<file path="src/rtl/ivs_pkg.sv">
package ivs_pkg;

  typedef enum logic [3:0] {
    ST_REWIND,
    ST_WAIT_DE,
    ST_WAIT_HS,
    ST_SETTLE,
    ST_FLUSH,
    ST_MID,
    ST_FRONT,
    ST_SYNC,
    ST_BACK,
    ST_DECIDE
  } seq_state_e;

endpackage

</file>
<file path="src/rtl/ivs_pin_cond.sv">
module ivs_pin_cond #(
  parameter int unsigned N = 3
) (
  input  logic         clk,
  input  logic         rst,
  input  logic [N-1:0] pin,
  input  logic [N-1:0] inv,
  output logic [N-1:0] q
);

  for (genvar i = 0; i < N; i++) begin : g_bit
    logic r;
    always_ff @(posedge clk) begin
      if (rst) r <= 1'b0;
      else     r <= pin[i] ^ inv[i];
    end
    assign q[i] = r;
  end

endmodule

</file>
<file path="src/rtl/ivs_tick_latch.sv">
module ivs_tick_latch (
  input  logic clk,
  input  logic rst,
  input  logic tick,
  input  logic take,
  input  logic flush,
  output logic pend
);

  always_ff @(posedge clk) begin
    if (rst) pend <= 1'b0;
    else     pend <= tick | (pend & ~take & ~flush);
  end

endmodule

</file>
<file path="src/rtl/ivs_field_sel.sv">
module ivs_field_sel #(
  parameter int unsigned CNT_W = 8,
  parameter int unsigned SETS  = 2,
  localparam int unsigned WORD_W = SETS * 2 * CNT_W,
  localparam int unsigned SEL_W  = (SETS > 1) ? $clog2(SETS) : 1
) (
  input  logic              clk,
  input  logic              rst,
  input  logic [WORD_W-1:0] word,
  input  logic              rewind,
  input  logic              advance,
  output logic [SEL_W-1:0]  sel,
  output logic              last_set,
  output logic [CNT_W-1:0]  front_len,
  output logic [CNT_W-1:0]  back_len
);

  logic [WORD_W-1:0] shadow;
  logic [CNT_W-1:0]  front_arr [SETS];
  logic [CNT_W-1:0]  back_arr  [SETS];

  always_ff @(posedge clk) begin
    if (rst) begin
      shadow <= '0;
      sel    <= '0;
    end else if (rewind) begin
      shadow <= word;
      sel    <= '0;
    end else if (advance) begin
      sel <= sel + SEL_W'(1);
    end
  end

  for (genvar k = 0; k < SETS; k++) begin : g_set
    assign front_arr[k] = shadow[(2*k)*CNT_W   +: CNT_W];
    assign back_arr[k]  = shadow[(2*k+1)*CNT_W +: CNT_W];
  end

  assign front_len = front_arr[sel];
  assign back_len  = back_arr[sel];
  assign last_set  = (sel == SEL_W'(SETS - 1));

endmodule

</file>
<file path="src/rtl/ivs_sequencer.sv">
module ivs_sequencer
  import ivs_pkg::*;
#(
  parameter int unsigned CNT_W    = 8,
  parameter int unsigned SYNC_W   = 8,
  parameter int unsigned HS_DELAY = 7,
  localparam int unsigned CW = (CNT_W > SYNC_W) ? CNT_W : SYNC_W,
  localparam int unsigned DW = (HS_DELAY > 1) ? $clog2(HS_DELAY) : 1
) (
  input  logic              clk,
  input  logic              rst,
  input  logic              de_a,
  input  logic              hs_a,
  input  logic              pend,
  input  logic [CNT_W-1:0]  front_len,
  input  logic [CNT_W-1:0]  back_len,
  input  logic [SYNC_W-1:0] sync_len,
  input  logic              last_set,
  output logic              take,
  output logic              flush,
  output logic              rewind,
  output logic              advance,
  output logic              vs_act,
  output seq_state_e        state
);

  seq_state_e    state_n;
  logic [CW-1:0] cnt, cnt_n;
  logic [DW-1:0] dly, dly_n;

  always_comb begin
    state_n = state;
    cnt_n   = cnt;
    dly_n   = dly;
    take    = 1'b0;
    flush   = 1'b0;
    rewind  = 1'b0;
    advance = 1'b0;
    case (state)
      ST_REWIND: begin
        rewind  = 1'b1;
        state_n = ST_WAIT_DE;
      end
      ST_WAIT_DE: if (de_a) state_n = ST_WAIT_HS;
      ST_WAIT_HS: if (hs_a) begin
        state_n = ST_SETTLE;
        dly_n   = DW'(HS_DELAY - 1);
      end
      ST_SETTLE: begin
        if (dly == '0) state_n = ST_FLUSH;
        else           dly_n   = dly - DW'(1);
      end
      ST_FLUSH: begin
        flush   = 1'b1;
        state_n = ST_MID;
      end
      ST_MID: if (pend) begin
        take = 1'b1;
        if (de_a) begin
          state_n = ST_WAIT_HS;
        end else begin
          state_n = ST_FRONT;
          cnt_n   = CW'(front_len);
        end
      end
      ST_FRONT: if (pend) begin
        take = 1'b1;
        if (cnt == '0) begin
          state_n = ST_SYNC;
          cnt_n   = CW'(sync_len);
        end else begin
          cnt_n = cnt - CW'(1);
        end
      end
      ST_SYNC: if (pend) begin
        take = 1'b1;
        if (cnt == '0) begin
          state_n = ST_BACK;
          cnt_n   = CW'(back_len);
        end else begin
          cnt_n = cnt - CW'(1);
        end
      end
      ST_BACK: if (pend) begin
        take = 1'b1;
        if (cnt == '0) state_n = ST_DECIDE;
        else           cnt_n   = cnt - CW'(1);
      end
      ST_DECIDE: begin
        if (de_a || last_set) begin
          state_n = ST_REWIND;
        end else begin
          advance = 1'b1;
          state_n = ST_WAIT_DE;
        end
      end
      default: state_n = ST_REWIND;
    endcase
  end

  always_ff @(posedge clk) begin
    if (rst) begin
      state  <= ST_REWIND;
      cnt    <= '0;
      dly    <= '0;
      vs_act <= 1'b0;
    end else begin
      state  <= state_n;
      cnt    <= cnt_n;
      dly    <= dly_n;
      vs_act <= (state_n == ST_SYNC);
    end
  end

endmodule

</file>
<file path="src/rtl/ivs_vsync_gen.sv">
module ivs_vsync_gen
  import ivs_pkg::*;
#(
  parameter int unsigned CNT_W    = 8,
  parameter int unsigned SYNC_W   = 8,
  parameter int unsigned SETS     = 2,
  parameter int unsigned HS_DELAY = 7,
  localparam int unsigned WORD_W = SETS * 2 * CNT_W,
  localparam int unsigned SEL_W  = (SETS > 1) ? $clog2(SETS) : 1
) (
  input  logic              clk,
  input  logic              rst,
  input  logic              de_pin,
  input  logic              hsync_pin,
  input  logic              halfline_tick,
  input  logic [WORD_W-1:0] porch_word,
  input  logic [SYNC_W-1:0] sync_len,
  input  logic              de_inv,
  input  logic              hs_inv,
  input  logic              vs_inv,
  output logic              vsync_o
);

  logic [2:0]       cond_q;
  logic             de_a, hs_a, tick_a;
  logic             tick_pend, take, flush, rewind, advance;
  logic             vs_act, last_set;
  logic [SEL_W-1:0] set_sel;
  logic [CNT_W-1:0] front_len, back_len;
  seq_state_e       seq_state;

  ivs_pin_cond #(.N(3)) u_cond (
    .clk (clk),
    .rst (rst),
    .pin ({halfline_tick, hsync_pin, de_pin}),
    .inv ({1'b0, hs_inv, de_inv}),
    .q   (cond_q)
  );

  assign de_a   = cond_q[0];
  assign hs_a   = cond_q[1];
  assign tick_a = cond_q[2];

  ivs_tick_latch u_tick (
    .clk   (clk),
    .rst   (rst),
    .tick  (tick_a),
    .take  (take),
    .flush (flush),
    .pend  (tick_pend)
  );

  ivs_field_sel #(.CNT_W(CNT_W), .SETS(SETS)) u_fsel (
    .clk       (clk),
    .rst       (rst),
    .word      (porch_word),
    .rewind    (rewind),
    .advance   (advance),
    .sel       (set_sel),
    .last_set  (last_set),
    .front_len (front_len),
    .back_len  (back_len)
  );

  ivs_sequencer #(.CNT_W(CNT_W), .SYNC_W(SYNC_W), .HS_DELAY(HS_DELAY)) u_seq (
    .clk       (clk),
    .rst       (rst),
    .de_a      (de_a),
    .hs_a      (hs_a),
    .pend      (tick_pend),
    .front_len (front_len),
    .back_len  (back_len),
    .sync_len  (sync_len),
    .last_set  (last_set),
    .take      (take),
    .flush     (flush),
    .rewind    (rewind),
    .advance   (advance),
    .vs_act    (vs_act),
    .state     (seq_state)
  );

  always_ff @(posedge clk) begin
    if (rst) vsync_o <= vs_inv;
    else     vsync_o <= vs_act ^ vs_inv;
  end

endmodule

</file>
<file path="config.mk">
export PLATFORM = sky130hd
export DESIGN_NAME = ivs_vsync_gen
export DESIGN_NICKNAME = d
export VERILOG_FILES = /design/src/rtl/ivs_pkg.sv /design/src/rtl/ivs_pin_cond.sv /design/src/rtl/ivs_tick_latch.sv /design/src/rtl/ivs_field_sel.sv /design/src/rtl/ivs_sequencer.sv /design/src/rtl/ivs_vsync_gen.sv
export SDC_FILE = /design/constraint.sdc
export NUM_CORES = 1
export LEC_CHECK = 0
export ABC_AREA = 1
export BUFFER_PORTS_ARGS = -buffer_cell sky130_fd_sc_hd__buf_2
export CAP_MARGIN = 20
export CORE_MARGIN = 2
export CORE_UTILIZATION = 60
export CTS_BUF_LIST = sky130_fd_sc_hd__clkbuf_8
export DETAILED_ROUTE_END_ITERATION = 16
export MAX_ROUTING_LAYER = met4
export PLACE_DENSITY_LB_ADDON = 0.3
export SYNTH_ARGS = -nofsm -noshare
export SYNTH_HDL_FRONTEND = slang
export SYNTH_SLANG_ARGS = --single-unit
export TNS_END_PERCENT = 5
</file>
<file path="constraint.sdc">
create_clock -name clk -period 4.1 [get_ports clk]
set_clock_uncertainty 0.05 [all_clocks]
set_input_delay 0.205 -clock clk [delete_from_list [all_inputs] [get_ports clk]]
set_output_delay 0.205 -clock clk [all_outputs]
set_load 0.01 [all_outputs]
</file>
Yosys cells after proc, flatten, opt, wreduce, memory -nomap -nowiden:

Index checks and enable logic that the tools add are counted.

* output and inout port bits: 1
* register bits: 54
* word-level logic and storage cells: 90

* reduce and logical (&&, ||, !) cells: 10
* add/sub/neg operators: 3
* bitwise operators: 9
* equality and inequality tests: 18
* multiplexer cells: 38
* order comparisons: 1

Operators by type and width (number)
* $mux 8: 14
* $mux 4: 10
* $pmux 4 s10: 1
* $pmux 8 s4: 1
* $eq 4x3->1 const B: 5
* $ne 2x2->1 const B: 8
* $mux 3: 3
* $eq 4x2->1 const B: 2
* $eq 4x4->1 const B: 2
* $logic_not 8->1: 1
* $mux 1: 8
* $sub 8x1->8 const B: 1
* $reduce_and 7->1: 1
* $pmux 3 s2: 1
* $eq 4x1->1 const B: 1
* $logic_not 4->1: 1
* $reduce_bool 4->1: 1
* $reduce_or 4->1: 1
* $logic_not 3->1: 1
* $reduce_and 3->1: 1
* $sub 3x1->3 const B: 1
* $xor 1x1->1: 3
* $and 1x1->1: 2
* $ge 2x2->1 const B: 1
* other kinds (7): 8

Longest topological paths before layout:

* depth in word-level cells: 7
* depth in mapped cells: 12
* mapped depth without buffers: 11

Cells and area by module:

A second synthesis with hierarchy kept.

* cells, all modules: 523
* area total of the unflattened synthesis: 3201.8 um^2

By module, submodules not included
* ivs_field_sel: area an instance 1595.3 um^2, cells each 262, instances 1
* ivs_sequencer: area an instance 1373.8 um^2, cells each 227, instances 1
* ivs_pin_cond: area an instance 131.4 um^2, cells each 19, instances 1
* ivs_vsync_gen: area an instance 51.3 um^2, cells each 9, instances 1
* ivs_tick_latch: area an instance 50.0 um^2, cells each 6, instances 1

Worst setup path before layout:

OpenSTA, ideal clock, no wires.

* kind: register to register
* start: register u_seq.dly[0]
* end: register u_seq.state[0]
* clock period less this slack: 1465 ps
* cell stages (with the launch flop): 12
* setup time: 129 ps
* arrival time: 1287 ps
* setup slack: 2635 ps
* cells stage by stage: dfxtp_1 -> inv_1 -> ha_1 -> inv_1 -> nor2_1 -> nor2_1 -> nor2_1 -> inv_1 -> nor2_1 -> nand2_1 -> nor2_1 -> nor2_1

* longest elaborated chain between the ends: 3

RTL lines
* start, declared: RTL line ivs_sequencer.sv:29 `logic [DW-1:0] dly, dly_n;`
* start signal, assigned: RTL line ivs_sequencer.sv:110 `dly <= dly_n;`
* $logic_not 3->1: RTL line ivs_sequencer.sv:50 `if (dly == '0) state_n = ST_FLUSH;`
* $mux 4: RTL line ivs_sequencer.sv:50
* $pmux 4 s10: RTL line ivs_sequencer.sv:39 `case (state)`
* end signal, assigned: RTL line ivs_sequencer.sv:108 `state <= state_n;`
* end, declared: RTL line ivs_sequencer.sv:24 `output seq_state_e state`

No other way between the ends.
A chain may end at the register's enable or synchronous reset.

Final worst setup path:

* start: register u_seq.cnt[0]
* end: register u_seq.cnt[3]

* longest elaborated chain between the ends: 4
* elaborated cells on any way between the ends: 11
* classes of those cells: add/sub (1); eq/ne (1); mux (7); reduce/logical (2)

RTL lines
* start, declared: RTL line ivs_sequencer.sv:28 `logic [CW-1:0] cnt, cnt_n;`
* start signal, assigned: RTL line ivs_sequencer.sv:109 `cnt <= cnt_n;`
* $sub 8x1->8 or $logic_not 8->1 (tied branches)
* $mux 8 (on tied branches): RTL line ivs_sequencer.sv:86, ivs_sequencer.sv:68, ivs_sequencer.sv:77
* $mux 8 (on tied branches): RTL line ivs_sequencer.sv:84, ivs_sequencer.sv:66, ivs_sequencer.sv:75
* $pmux 8 s4: RTL line ivs_sequencer.sv:39

Several ways; a longest one is shown, not always the timed one. The select of a mux whose other input is x is not followed.

==> results.md <==
* Critical R2R Capture: u_seq.cnt[3]
* Commonest cells after routing, fill and taps aside: 100 x nand2_1, 77 x nor2_1, 54 x dfxtp_1
* Crit end category: register
* Slew HR at 0.400
* Placed Cells at slightly above 500
* Critical path type: reg2reg
* Hold path depth at 3
* Max-capacitance violation count at 0
* Residual DRC at 0
* Drt initial violations at between 300 and 400
* CTS H-tree lvls at 2
* I/O pin cnt at 49
* Sequential area share after synthesis at 0.385
* Area Overhead vs Synth at 11.8%
* Core area at 0.00444 mm^2
* Actual slew at the worst max-slew pin at 0.899 ns
* Initial Util at 0.632
* Asr flop ratio synth at 0
* Root buf cell: clkbuf_8
* Filler cell count at between 400 and 500
* Hold WC Path Type: in2reg
* Flop2flop setup slack at 2.03 ns
* Post-CTS setup buffers at 0
* Final #Nets at 519
* CTS tree: done
* GR Overflow Total at 0
* Resized cells post-CTS at 0
* RSZ-0062 raised after global routing: false
* Worst R2R Path Depth at 9
* Flops & latches, synth at 54
* Main synth FF type: dfxtp_1
* DR vias at roughly 2800
* Worst Setup Start Kind: register
* Status: finished clean
* Commonest non-fill, non-tap cell in the layout: nand2_1
* Hold path start: halfline_tick
* Cell area after synthesis at 0.00281 mm^2
* Hold_buf cts at 0
* WHS Endpoint: u_cond.g_bit[2].r
* Yosys cell types at 30
* Row count at 24
* CTS Sinks at 54
* Pwr dens at 375 mW/mm^2
* WL final at 6.69 mm
* DR WL/cell at 12.9 um
* Ant. Diodes at 0
* Mean area per synthesized cell at 6.54 um^2
* Final min period at 2.07 ns
* Yosys top cell area share at 0.385
* Largest net degree at the start of global routing at between 40 and 50
* Yosys warning total at 0
* Die ar. at 0.00525 mm^2
* Leak pwr at 1.41 nW
* Net Count, Synth at ~480
* Final period util at 0.505
* Post-route insts no fill at 520
* Ranking of synthesized cells by area: dfxtp_1 38%, nand2_1 13%, nor2_1 10%
* Vias per cell at 5.45
* Hold Vio Cnt, Final at 0
* Clk_lat worst skew at roughly 0.32 ns
* Worst Path Max Fanout at 11
* Die Span X at 72.4 um
* Reg-to-reg startpoint: u_seq.cnt[0]
* Max-slew violation count at 0
* Layout cells sized above 1 at 0.162
* FMAX at about 0.48 GHz
* Number of I/O port buffers at 48
* First-pass GRT wire length at around 11 mm
* Antenna violations before repair at 0
* Post-Syn Instances at 430
* Die H at 72.4 um
* Post-route antenna net violation count at 0
* Clock Path Buffers at 2
* Arrival time at the worst endpoint at 2.22 ns
* Final TNS setup at 0 ns
* Drt first pass iters at 5
* Critical Path RT at 4.25 ns
* Synth area leader: dfxtp_1
* Vias in the first global route at 2470
* Routability cong. at 0.930
* Inserted Clock Buffers at 5
* Number of synthesized flops with an enable pin at 0
* Endpoints failing setup at 0
* Total GRT Usage at 0.280
* Clock transition at path regs at 0.11 ns
* Detailed placer's ending HPWL at roughly 4.8 mm
* Maximum VDD drop at around 0.26 mV
## layout make-up
cell class              instances  area (um^2)  share of cell area
repair buffers                 49          248              0.0788
multi-input cells             313         1470               0.467
well taps                      52         65.1              0.0207
clock inverters                 3         48.8              0.0155
flip-flops and latches         54         1080               0.344
inverters                      44          165              0.0525
clock buffers                   5         68.8              0.0219
## per-layer routing
metal	vias up	share of wire	GRT usage
met5	-	0	-
met4	0	0.011	0.0679
met3	9	0.069	0.0375
met2	108	0.47	0.454
met1	1281	0.45	0.374
li1	1438	-	-
## cell usage after synthesis (3+ instances only)
master,count
dfxtp_1,54
nand2_1,100
inv_2,5
inv_1,38
nand3_1,25
nor2_1,77
a21oi_1,27
clkbuf_1,10
xor2_1,4
ha_1,4
nand2_2,4
nor2_4,3
o21ai_0,52
## registers in the layout, summed over array words and instances (netlist names)
| register | count |
|---|---|
| u_seq.vs_act | 1 |
| u_seq.cnt | 8 |
| u_seq.dly | 3 |
| u_fsel.last_set | 1 |
| u_tick.pend | 1 |
| u_seq.state | 4 |
| u_cond.g_bit.r | 3 |
| vsync_o | 1 |
| u_fsel.shadow | 32 |
## power by group
part	leakage (nW)	total, mW	internal, mW	switching, mW
Sequential	0.446	0.604	0.577	0.0266
Combinational	0.908	0.197	0.0691	0.128
Clock	0.0563	0.379	0.186	0.192
Total	1.41	1.18	0.833	0.347
## how the worst max path moves through the flow
stage / slack, ns / to / start / cells past startpoint
floorplan: 2.63 / u_seq.state[0] / u_seq.dly[0] / 11
global placement: 2.07 / u_seq.cnt[7] / u_seq.cnt[0] / 9
detailed placement: 2.09 / u_seq.cnt[3] / u_seq.cnt[0] / 9
CTS: 2.07 / u_seq.cnt[3] / u_seq.cnt[0] / 9
global route: 1.82 / u_seq.cnt[0] / u_seq.cnt[4] / 8
finish: 2.03 / u_seq.cnt[3] / u_seq.cnt[0] / 9
## stage by stage
step | area (um^2) | util | hold WS [ns] | worst slack [ns] | power, mW
after floorplan | 2810 | - | 0.262 | 2.63 | 0.746
after global placement | 3030 | 0.681 | 0.363 | 2.07 | 0.806
after detailed placement | 3030 | 0.681 | 0.375 | 2.09 | 0.809
after CTS | 3140 | 0.707 | 0.0361 | 2.07 | 1.18
after global routing | 3140 | 0.707 | 0.0493 | 1.82 | 1.24
final | 3140 | 0.707 | 0.0364 | 2.03 | 1.18
## critical path: stages (launching register included)
cell     delay [ns]
dfxtp_1        0.34
inv_1          0.10
ha_1           0.15
nand2_1        0.06
nor2_1         0.53
nand2_1        0.34
nand2_1        0.18
nand3_1        0.08
nand2_1        0.07
a21oi_1        0.05
## kinds of logic (layout without fill, tap and decap cells)
| logic type | count (synthesis) | in the layout | synth area share |
|---|---|---|---|
| simple gates | 217 | 217 | 0.326 |
| compound gates | 86 | 86 | 0.159 |
| buf+inv | 63 | 101 | 0.0935 |
| flops | 54 | 54 | 0.385 |
| xor+xnor | 6 | 6 | 0.0187 |
| fa+ha+maj | 4 | 4 | 0.0178 |
Power figures use the tool's default switching activity.
